===== config.mk =====
export PLATFORM = sky130hd
export DESIGN_NAME = fracn_ratio_ctrl
export DESIGN_NICKNAME = d
export VERILOG_FILES = /design/src/rtl/fracn_pkg.sv /design/src/rtl/fracn_ctrl.sv /design/src/rtl/fracn_datapath.sv /design/src/rtl/fracn_ratio_ctrl.sv
export SDC_FILE = /design/constraint.sdc
export NUM_CORES = 1
export LEC_CHECK = 0
export ABC_CLOCK_PERIOD_IN_PS = 28700
export BUFFER_PORTS_ARGS = -buffer_cell sky130_fd_sc_hd__buf_4
export CAP_MARGIN = 10
export CORE_MARGIN = 5
export CORE_UTILIZATION = 26
export CTS_BUF_LIST = sky130_fd_sc_hd__clkbuf_4
export DETAILED_ROUTE_END_ITERATION = 8
export PLACE_DENSITY_LB_ADDON = 0.2
export SLEW_MARGIN = 20
export SYNTH_ARGS = -nofsm -noshare
export SYNTH_HDL_FRONTEND = slang
export SYNTH_SLANG_ARGS = --single-unit

===== constraint.sdc =====
create_clock -name clk -period 28.7 [get_ports clk]
set_input_delay 5.74 -clock clk [delete_from_list [all_inputs] [get_ports clk]]
set_output_delay 5.74 -clock clk [all_outputs]
set_load 0.01 [all_outputs]

===== src/rtl/fracn_pkg.sv =====
package fracn_pkg;
  // Strobes from control to datapath; exactly one is active per tick
  typedef struct packed {
    logic applyNew;  // load the pending set, restart accumulator
    logic stepAcc;   // normal accumulate-and-compare tick
  } fnStrobe_t;
endpackage


===== src/rtl/fracn_ctrl.sv =====
module fracn_ctrl
  import fracn_pkg::*;
#(
  parameter int INT_W = 16,
  parameter int MOD_W = 12
) (
  input  logic             clk,
  input  logic             rstN,
  input  logic             loadStb,
  input  logic [INT_W-1:0] intIn,
  input  logic [MOD_W-1:0] fracIn,
  input  logic [MOD_W-1:0] modIn,
  input  logic             ditherEn,
  output fnStrobe_t        strobe,
  output logic [INT_W-1:0] pendInt,
  output logic [MOD_W-1:0] pendSeed,
  output logic [INT_W-1:0] actInt,
  output logic [MOD_W-1:0] actFrac,
  output logic [MOD_W-1:0] actMod,
  output logic             fracErr
);
  localparam logic [MOD_W-1:0] LFSR_INIT = MOD_W'(12'hACE);

  logic             pendValid;
  logic [MOD_W-1:0] pendFrac, pendMod;
  logic [MOD_W-1:0] lfsrQ;
  logic [MOD_W-1:0] modEff, fracEff, seedEff;
  logic             badIn;

  // Input sanitising: zero modulus becomes 1, oversize fraction clamps
  always_comb begin
    modEff  = (modIn == '0) ? MOD_W'(1) : modIn;
    badIn   = (modIn == '0) || (fracIn >= modEff);
    fracEff = badIn ? (modEff - MOD_W'(1)) : fracIn;
    seedEff = ditherEn ? MOD_W'(lfsrQ % modEff) : '0;
  end

  // Free-running LFSR, x^12+x^6+x^4+x+1 taps
  always_ff @(posedge clk) begin
    if (!rstN) lfsrQ <= LFSR_INIT;
    else       lfsrQ <= {lfsrQ[MOD_W-2:0], lfsrQ[11] ^ lfsrQ[5] ^ lfsrQ[3] ^ lfsrQ[0]};
  end

  // Double buffer: capture on strobe, apply on the next tick
  always_ff @(posedge clk) begin
    if (!rstN) begin
      pendValid <= 1'b0;
      pendInt   <= '0;
      pendFrac  <= '0;
      pendMod   <= MOD_W'(1);
      pendSeed  <= '0;
      actInt    <= '0;
      actFrac   <= '0;
      actMod    <= MOD_W'(1);
      fracErr   <= 1'b0;
    end else begin
      if (pendValid) begin
        actInt  <= pendInt;
        actFrac <= pendFrac;
        actMod  <= pendMod;
      end
      pendValid <= loadStb;
      if (loadStb) begin
        pendInt  <= intIn;
        pendFrac <= fracEff;
        pendMod  <= modEff;
        pendSeed <= seedEff;
        fracErr  <= badIn;
      end
    end
  end

  always_comb begin
    strobe.applyNew = pendValid;
    strobe.stepAcc  = !pendValid;
  end

  // invalid fraction at capture raises the flag
  a_r6_err_on_bad_frac: assert property (@(posedge clk) disable iff (!rstN)
    (loadStb && fracIn >= modIn) |=> fracErr);
  // zero modulus is flagged
  a_r7_err_on_zero_mod: assert property (@(posedge clk) disable iff (!rstN)
    (loadStb && modIn == '0) |=> (fracErr && pendMod == MOD_W'(1)));
  // active fraction is always below the active modulus
  a_r6_frac_clamped: assert property (@(posedge clk) disable iff (!rstN)
    actFrac < actMod);
  // every strobe is followed by an apply tick
  a_r5_apply_after_load: assert property (@(posedge clk) disable iff (!rstN)
    loadStb |=> strobe.applyNew);
  a_r5_strobe_onehot: assert property (@(posedge clk) disable iff (!rstN)
    $onehot({strobe.applyNew, strobe.stepAcc}));
endmodule


===== src/rtl/fracn_datapath.sv =====
module fracn_datapath
  import fracn_pkg::*;
#(
  parameter int INT_W = 16,
  parameter int MOD_W = 12
) (
  input  logic             clk,
  input  logic             rstN,
  input  fnStrobe_t        strobe,
  input  logic [INT_W-1:0] pendInt,
  input  logic [MOD_W-1:0] pendSeed,
  input  logic [INT_W-1:0] actInt,
  input  logic [MOD_W-1:0] actFrac,
  input  logic [MOD_W-1:0] actMod,
  output logic [INT_W:0]   divRatio
);
  localparam int SUM_W = MOD_W + 1;

  logic [MOD_W-1:0] accQ, accNext;
  logic [SUM_W-1:0] sumW;
  logic             wrap;

  // Modulo-M accumulate: add F, subtract M on overflow past M
  always_comb begin
    sumW    = {1'b0, accQ} + {1'b0, actFrac};
    wrap    = sumW >= {1'b0, actMod};
    accNext = wrap ? MOD_W'(sumW - {1'b0, actMod}) : sumW[MOD_W-1:0];
  end

  always_ff @(posedge clk) begin
    if (!rstN) begin
      accQ     <= '0;
      divRatio <= '0;
    end else if (strobe.applyNew) begin
      accQ     <= pendSeed;
      divRatio <= {1'b0, pendInt};
    end else if (strobe.stepAcc) begin
      accQ     <= accNext;
      divRatio <= {1'b0, actInt} + (INT_W+1)'(wrap);
    end
  end

  // accumulator never reaches the modulus
  a_r2_acc_below_mod: assert property (@(posedge clk) disable iff (!rstN)
    accQ < actMod);
  // output is N or N+1 of the active set
  a_r2_ratio_range: assert property (@(posedge clk) disable iff (!rstN)
    (divRatio == {1'b0, actInt}) || (divRatio == {1'b0, actInt} + 1'b1));
  // zero fraction never adds one
  a_r10_zero_frac: assert property (@(posedge clk) disable iff (!rstN)
    (strobe.stepAcc && actFrac == '0) |=> divRatio == {1'b0, $past(actInt)});
  // apply tick outputs the new integer with no step
  a_r5_apply_outputs_int: assert property (@(posedge clk) disable iff (!rstN)
    strobe.applyNew |=> divRatio == {1'b0, $past(pendInt)});
endmodule


===== src/rtl/fracn_ratio_ctrl.sv =====
module fracn_ratio_ctrl
  import fracn_pkg::*;
#(
  parameter int INT_W = 16,
  parameter int MOD_W = 12
) (
  input  logic             clk,
  input  logic             rstN,
  input  logic             loadStb,
  input  logic [INT_W-1:0] intIn,
  input  logic [MOD_W-1:0] fracIn,
  input  logic [MOD_W-1:0] modIn,
  input  logic             ditherEn,
  output logic [INT_W:0]   divRatio,
  output logic             fracErr
);
  fnStrobe_t        strobe;
  logic [INT_W-1:0] pendInt, actInt;
  logic [MOD_W-1:0] pendSeed, actFrac, actMod;

  fracn_ctrl #(.INT_W(INT_W), .MOD_W(MOD_W)) i_ctrl (
    .clk(clk), .rstN(rstN), .loadStb(loadStb), .intIn(intIn),
    .fracIn(fracIn), .modIn(modIn), .ditherEn(ditherEn),
    .strobe(strobe), .pendInt(pendInt), .pendSeed(pendSeed),
    .actInt(actInt), .actFrac(actFrac), .actMod(actMod), .fracErr(fracErr)
  );

  fracn_datapath #(.INT_W(INT_W), .MOD_W(MOD_W)) i_dp (
    .clk(clk), .rstN(rstN), .strobe(strobe), .pendInt(pendInt),
    .pendSeed(pendSeed), .actInt(actInt), .actFrac(actFrac),
    .actMod(actMod), .divRatio(divRatio)
  );
endmodule


Word-level counts from Yosys, hierarchy flattened
Index checks and enable logic that the tools add are counted. Widths: inputs -> output; s select.

Div/mod/pow operators: 1. Shifts and indexed selects: 0. Multipliers: 0. Bitwise gates (word level): 4. Multiplexer cells: 6. Order comparisons: 2. Reduce and logical (&&, ||, !) cells: 3. Add/sub/neg operators: 4. Equal/unequal tests: 0.

Operators with widths (number): $mux 12 (5); $add 16x1->17 (1); $mux 16 (1); $add 12x12->13 (1); $ge 13x12->1 (1); $ge 12x12->1 (1); $logic_not 12->1 (1); $mod 12x12->12 (1); $sub 12x1->12 const B (1); $sub 12x12->12 (1); $xor 1x1->1 (3); $reduce_or 2->1 (1); $logic_or 1x1->1 (1); $not 1->1 (1).

ROM bits: 0. Input port bits: 44. Logic and storage cells: 33. Bits in latches: 0. Bits in registers: 135. Memory bits (writable): 0. Output and inout bits: 18. Memories: 0.

Depth between registers and ports, before layout
Depth after elaboration: 5. Depth in mapped cells: 93. Mapped depth without buffers: 87.

Hierarchy
Synthesis repeated with hierarchy kept, for this count alone.

Cells, all modules: 1404. Area total of the unflattened synthesis: 11513.5 um^2.

By module, submodules not included: fracn_ctrl (instances 1, area each 8793.4 um^2, sequential area each 2122.0 um^2, cells each 1051); fracn_datapath (instances 1, area each 2720.1 um^2, sequential area each 580.6 um^2, cells each 353).

Least setup slack after synthesis
Ideal clock, no wire load.

Path kind: input port to flip-flop. From: input port modIn[8]. To: register i_ctrl.pendSeed[3]. Library setup time: 0.116 ns. Arrival time: 23.491 ns. Path slack: 5.093 ns. Stages on the path: 82. Data required time: 28.584 ns. Path buffers: 5. Cells stage by stage: clkbuf_1 nor4_1 nand2_1 nor2_1 nor2_1 ha_1 nand4_1 and2_1 ha_1 o21a_1 o21ai_0 nor3_1 or2_2 ha_1 o211ai_1 a2111oi_4 mux2i_1 ha_1 (+46 left out) ha_1 nand4_1 a21oi_1 o41a_1 o311ai_2 clkbuf_1 nor2_1 a21oi_1 ha_1 a21oi_1 o22ai_1 o41ai_1 o311ai_0 a221o_1 clkbuf_1 clkbuf_1 a32o_1 a31o_2.

Cells in the longest elaborated chain, start to end: 4.

RTL lines: from (decl) (RTL line fracn_ratio_ctrl.sv:12) `input logic [MOD_W-1:0] modIn,`; $logic_not 12->1 (RTL line fracn_ctrl.sv:32) `modEff = (modIn == '0) ? MOD_W'(1) : modIn;`; $mux 12 (*) (RTL line fracn_ctrl.sv:32); $mod 12x12->12 (*) (RTL line fracn_ctrl.sv:35) `seedEff = ditherEn ? MOD_W'(lfsrQ % modEff) : '0;`; $mux 12 (*) (RTL line fracn_ctrl.sv:35); to (signal assigned) (RTL line fracn_ctrl.sv:51) `pendSeed <= '0;`; to (signal assigned) (RTL line fracn_ctrl.sv:67) `pendSeed <= seedEff;`; to (decl) (RTL line fracn_ctrl.sv:16) `output logic [MOD_W-1:0] pendSeed,`.

Every way passes the cells marked *; elsewhere a longest branch is shown, timed or not. A chain may end at the register's enable or synchronous reset.

Final worst setup path
From: input port modIn[1]. To: register i_ctrl.pendSeed[1].

The elaborated chain is that of the path after synthesis.

==> run metrics <==
HPWL Detailed=approximately 25 mm; Max Clock Skew=0.02814 ns; met2 wire length=roughly 15 mm; layout cell share with drive strength beyond 1=0.1032; Avg Cell Area, Syn=between 8 and 9 um2; Worst-path clk slew=0.13 ns; Bufs and invs on worst path=6; Die ar.=45430 um2; non-filler cells, final=1909; crit path time final=26.85 ns; number of I/O port buffers=61; Power Dens Cells=between 50 and 60 nW/um2; Hold Crit Class=reg2reg; Yosys reg bits=135; Cell Area, Synth=10730 um2; post-cts gate resize count=0; Total GRT Usage=0.1439; Fmax achieved=approximately 37 MHz; Yosys cell types=76; die width=213.1 um; Worst path max stage delay=0.78 ns; Post-synth ARST share=0; most frequent cells in the layout=nand2_1, dfxtp_1, ha_1, nor2_1, o21ai_0; Initial DRC Count=about 570; Final ANT Viol Nets=0; EDFF count, synth=0; delay-heaviest family, CP=compound AO/OA/AOI/OAI gates; Setup WS pre-CTS=between 1 and 1.5 ns; commonest non-fill, non-tap cell in the layout=nand2_1; critical path data required time=between 20 and 30 ns; Nets=1528; final WL=32.52 mm; die span in y=roughly 210 um; Sink Count=135; CTS Buffer Depth=2; post-synthesis net count=1497; final routed DRC violation total=0; count of placed standard cells including taps=1876; number of global-route vias before repair=9380; CTS tree=done; type of origin of the critical path=primary input; Pre-antenna DRT Iters=5; vias=9492; Max Cap Violations=0; yosys warns=0; GPL Wtd Cong=0.8723; Synth Instances=roughly 1300; H-tree lvl count=4; initial antenna violation count=1; I/O pin count=62; worst skew pair latency=0.55 ns; Worst path most repeated cell=ha_1; DR top layer=met4; Hold Fails Final Rpt=0; critical path type=in2reg; slew margin rel.=0.3341; post-synthesis sequential area ratio=0.2519; RSZ-0062 raised after global routing=false; maximum vdd ir drop=approximately 0.03 mV; Rows=74; Post-synth top flop=dfxtp_1; Core Area=about 41000 um2; DR WL/cell=17.04 um; Worst path slowest cell=nor2_1; Final WS setup=1.852 ns; wl on met1=15.93 mm; Tcrit/Tclk final=0.9355; Root Buffer=clkbuf_4; first-pass GRT wire length=around 52 mm; met3 WL=1.247 mm; Initial Util=0.2628; pin slew with the least headroom to its limit=0.9952 ns; Pleak=5.018 nW; Via density=4.972; hold_buf cts=0; setup TNS=0 ns; CTS Buf Count=17; postcts setup bufs=0; run status=completed; CP max FO=16; Hold Worst Slack=0.4713 ns; endpoint class of the critical path=flop; signal arrival time at the worst endpoint=roughly 27 ns; largest net degree at the start of global routing=107; grt ovf=0; filler instances=4425; Slew Limit Fails=0; final setup violating endpoints=0; synthesis-to-finish area growth=11.45%
[cell type report]
cell class | instances | area [um2] | area share
antenna | 1 | 2.502 | 0.0002093
clock inverter | 15 | 140.1 | 0.01172
clock buffer | 17 | 127.6 | 0.01067
multi-input combinational | 1073 | 7548 | 0.6313
sequential | 135 | 2704 | 0.2261
inverter | 67 | 251.5 | 0.02103
tap | 532 | 665.6 | 0.05567
timing repair buffer | 69 | 518.0 | 0.04332
[flip-flops by register name (all words and copies together), names as in the netlist]
signal,flops
i_ctrl.actInt,16
i_ctrl.pendValid,1
i_ctrl.pendInt,16
i_dp.divRatio,17
i_ctrl.actMod,12
i_ctrl.fracErr,1
i_dp.accQ,12
i_ctrl.pendMod,12
i_ctrl.lfsrQ,12
i_ctrl.actFrac,12
i_ctrl.pendSeed,12
i_ctrl.pendFrac,12
[cell families (layout without fill, tap and decap cells)]
family,after synthesis,in the layout,synth area share
and+or+nand+nor,470,470,0.2150
AOI/OAI and AO/OA,330,330,0.2110
DFF,135,135,0.2519
buffers and inverters,124,168,0.04478
adders and majority gates,121,121,0.1432
muxes,77,77,0.07289
xor gates and xnor gates,75,75,0.06122
other,0,1,0
[worst paths after layout]
kind                      start                 end  slack, ns  cells after the start
max                    modIn[1]  i_ctrl.pendSeed[1]       1.85                     79
min          i_ctrl.pendFrac[8]  i_ctrl.pendFrac[8]       0.47                      2
max reg2reg    i_ctrl.lfsrQ[11]  i_ctrl.pendSeed[1]       7.75                     74
min reg2reg  i_ctrl.pendFrac[8]  i_ctrl.pendFrac[8]       0.47                      2
[worst register-to-register path: cells and delay by family (launching register included)]
kind,cells,cell delay [ns]
adder cells (fa/ha/maj),12,3.93
AND/OR/NAND/NOR,13,3.09
buffers and inverters,4,0.75
AO/OA/AOI/OAI,37,9.83
multiplexers,8,2.91
flip-flops,1,0.40
[power breakdown]
group | switching (mW) | total (mW) | internal, mW
Combinational | 0.209 | 0.358 | 0.150
Sequential | 0.0103 | 0.216 | 0.206
Clock | 0.0802 | 0.125 | 0.0446
Total | 0.299 | 0.699 | 0.400
[per-layer routing]
metal / GRT usage / up-vias
met5: 0 / -
met4: 0.02588 / 0
met3: 0.02013 / 28
met2: 0.2405 / 193
met1: 0.2006 / 4427
li1: - / 4844
[synth_stat cells (all sizes together) (10+ instances only)]
cell type | count | share of area
a21boi | 19 | 0.013
a21o | 17 | 0.012
a21oi | 65 | 0.031
a31oi | 17 | 0.0099
and2 | 26 | 0.015
and3 | 13 | 0.0076
buf | 10 | 0.0049
clkbuf | 47 | 0.016
dfxtp | 135 | 0.25
ha | 118 | 0.14
inv | 67 | 0.023
mux2i | 68 | 0.063
nand2 | 141 | 0.049
nand3 | 35 | 0.016
nand4 | 13 | 0.0076
nor2 | 85 | 0.030
nor2b | 68 | 0.040
nor3 | 43 | 0.021
o211ai | 16 | 0.012
o21a | 25 | 0.017
o21ai | 80 | 0.037
or3 | 11 | 0.0064
xnor2 | 51 | 0.042
xor2 | 24 | 0.020
[metrics by stage]
step / util / total power, mW / area, um2
after global routing: 0.2929 / 0.7619 / 11960
after global placement: 0.2862 / 0.5789 / 11690
after floorplan: - / 0.4890 / 10730
after CTS: 0.2927 / 0.7066 / 11950
after detailed placement: 0.2862 / 0.5779 / 11690
final: 0.2929 / 0.6992 / 11960
(Power assumes the default switching activity.)
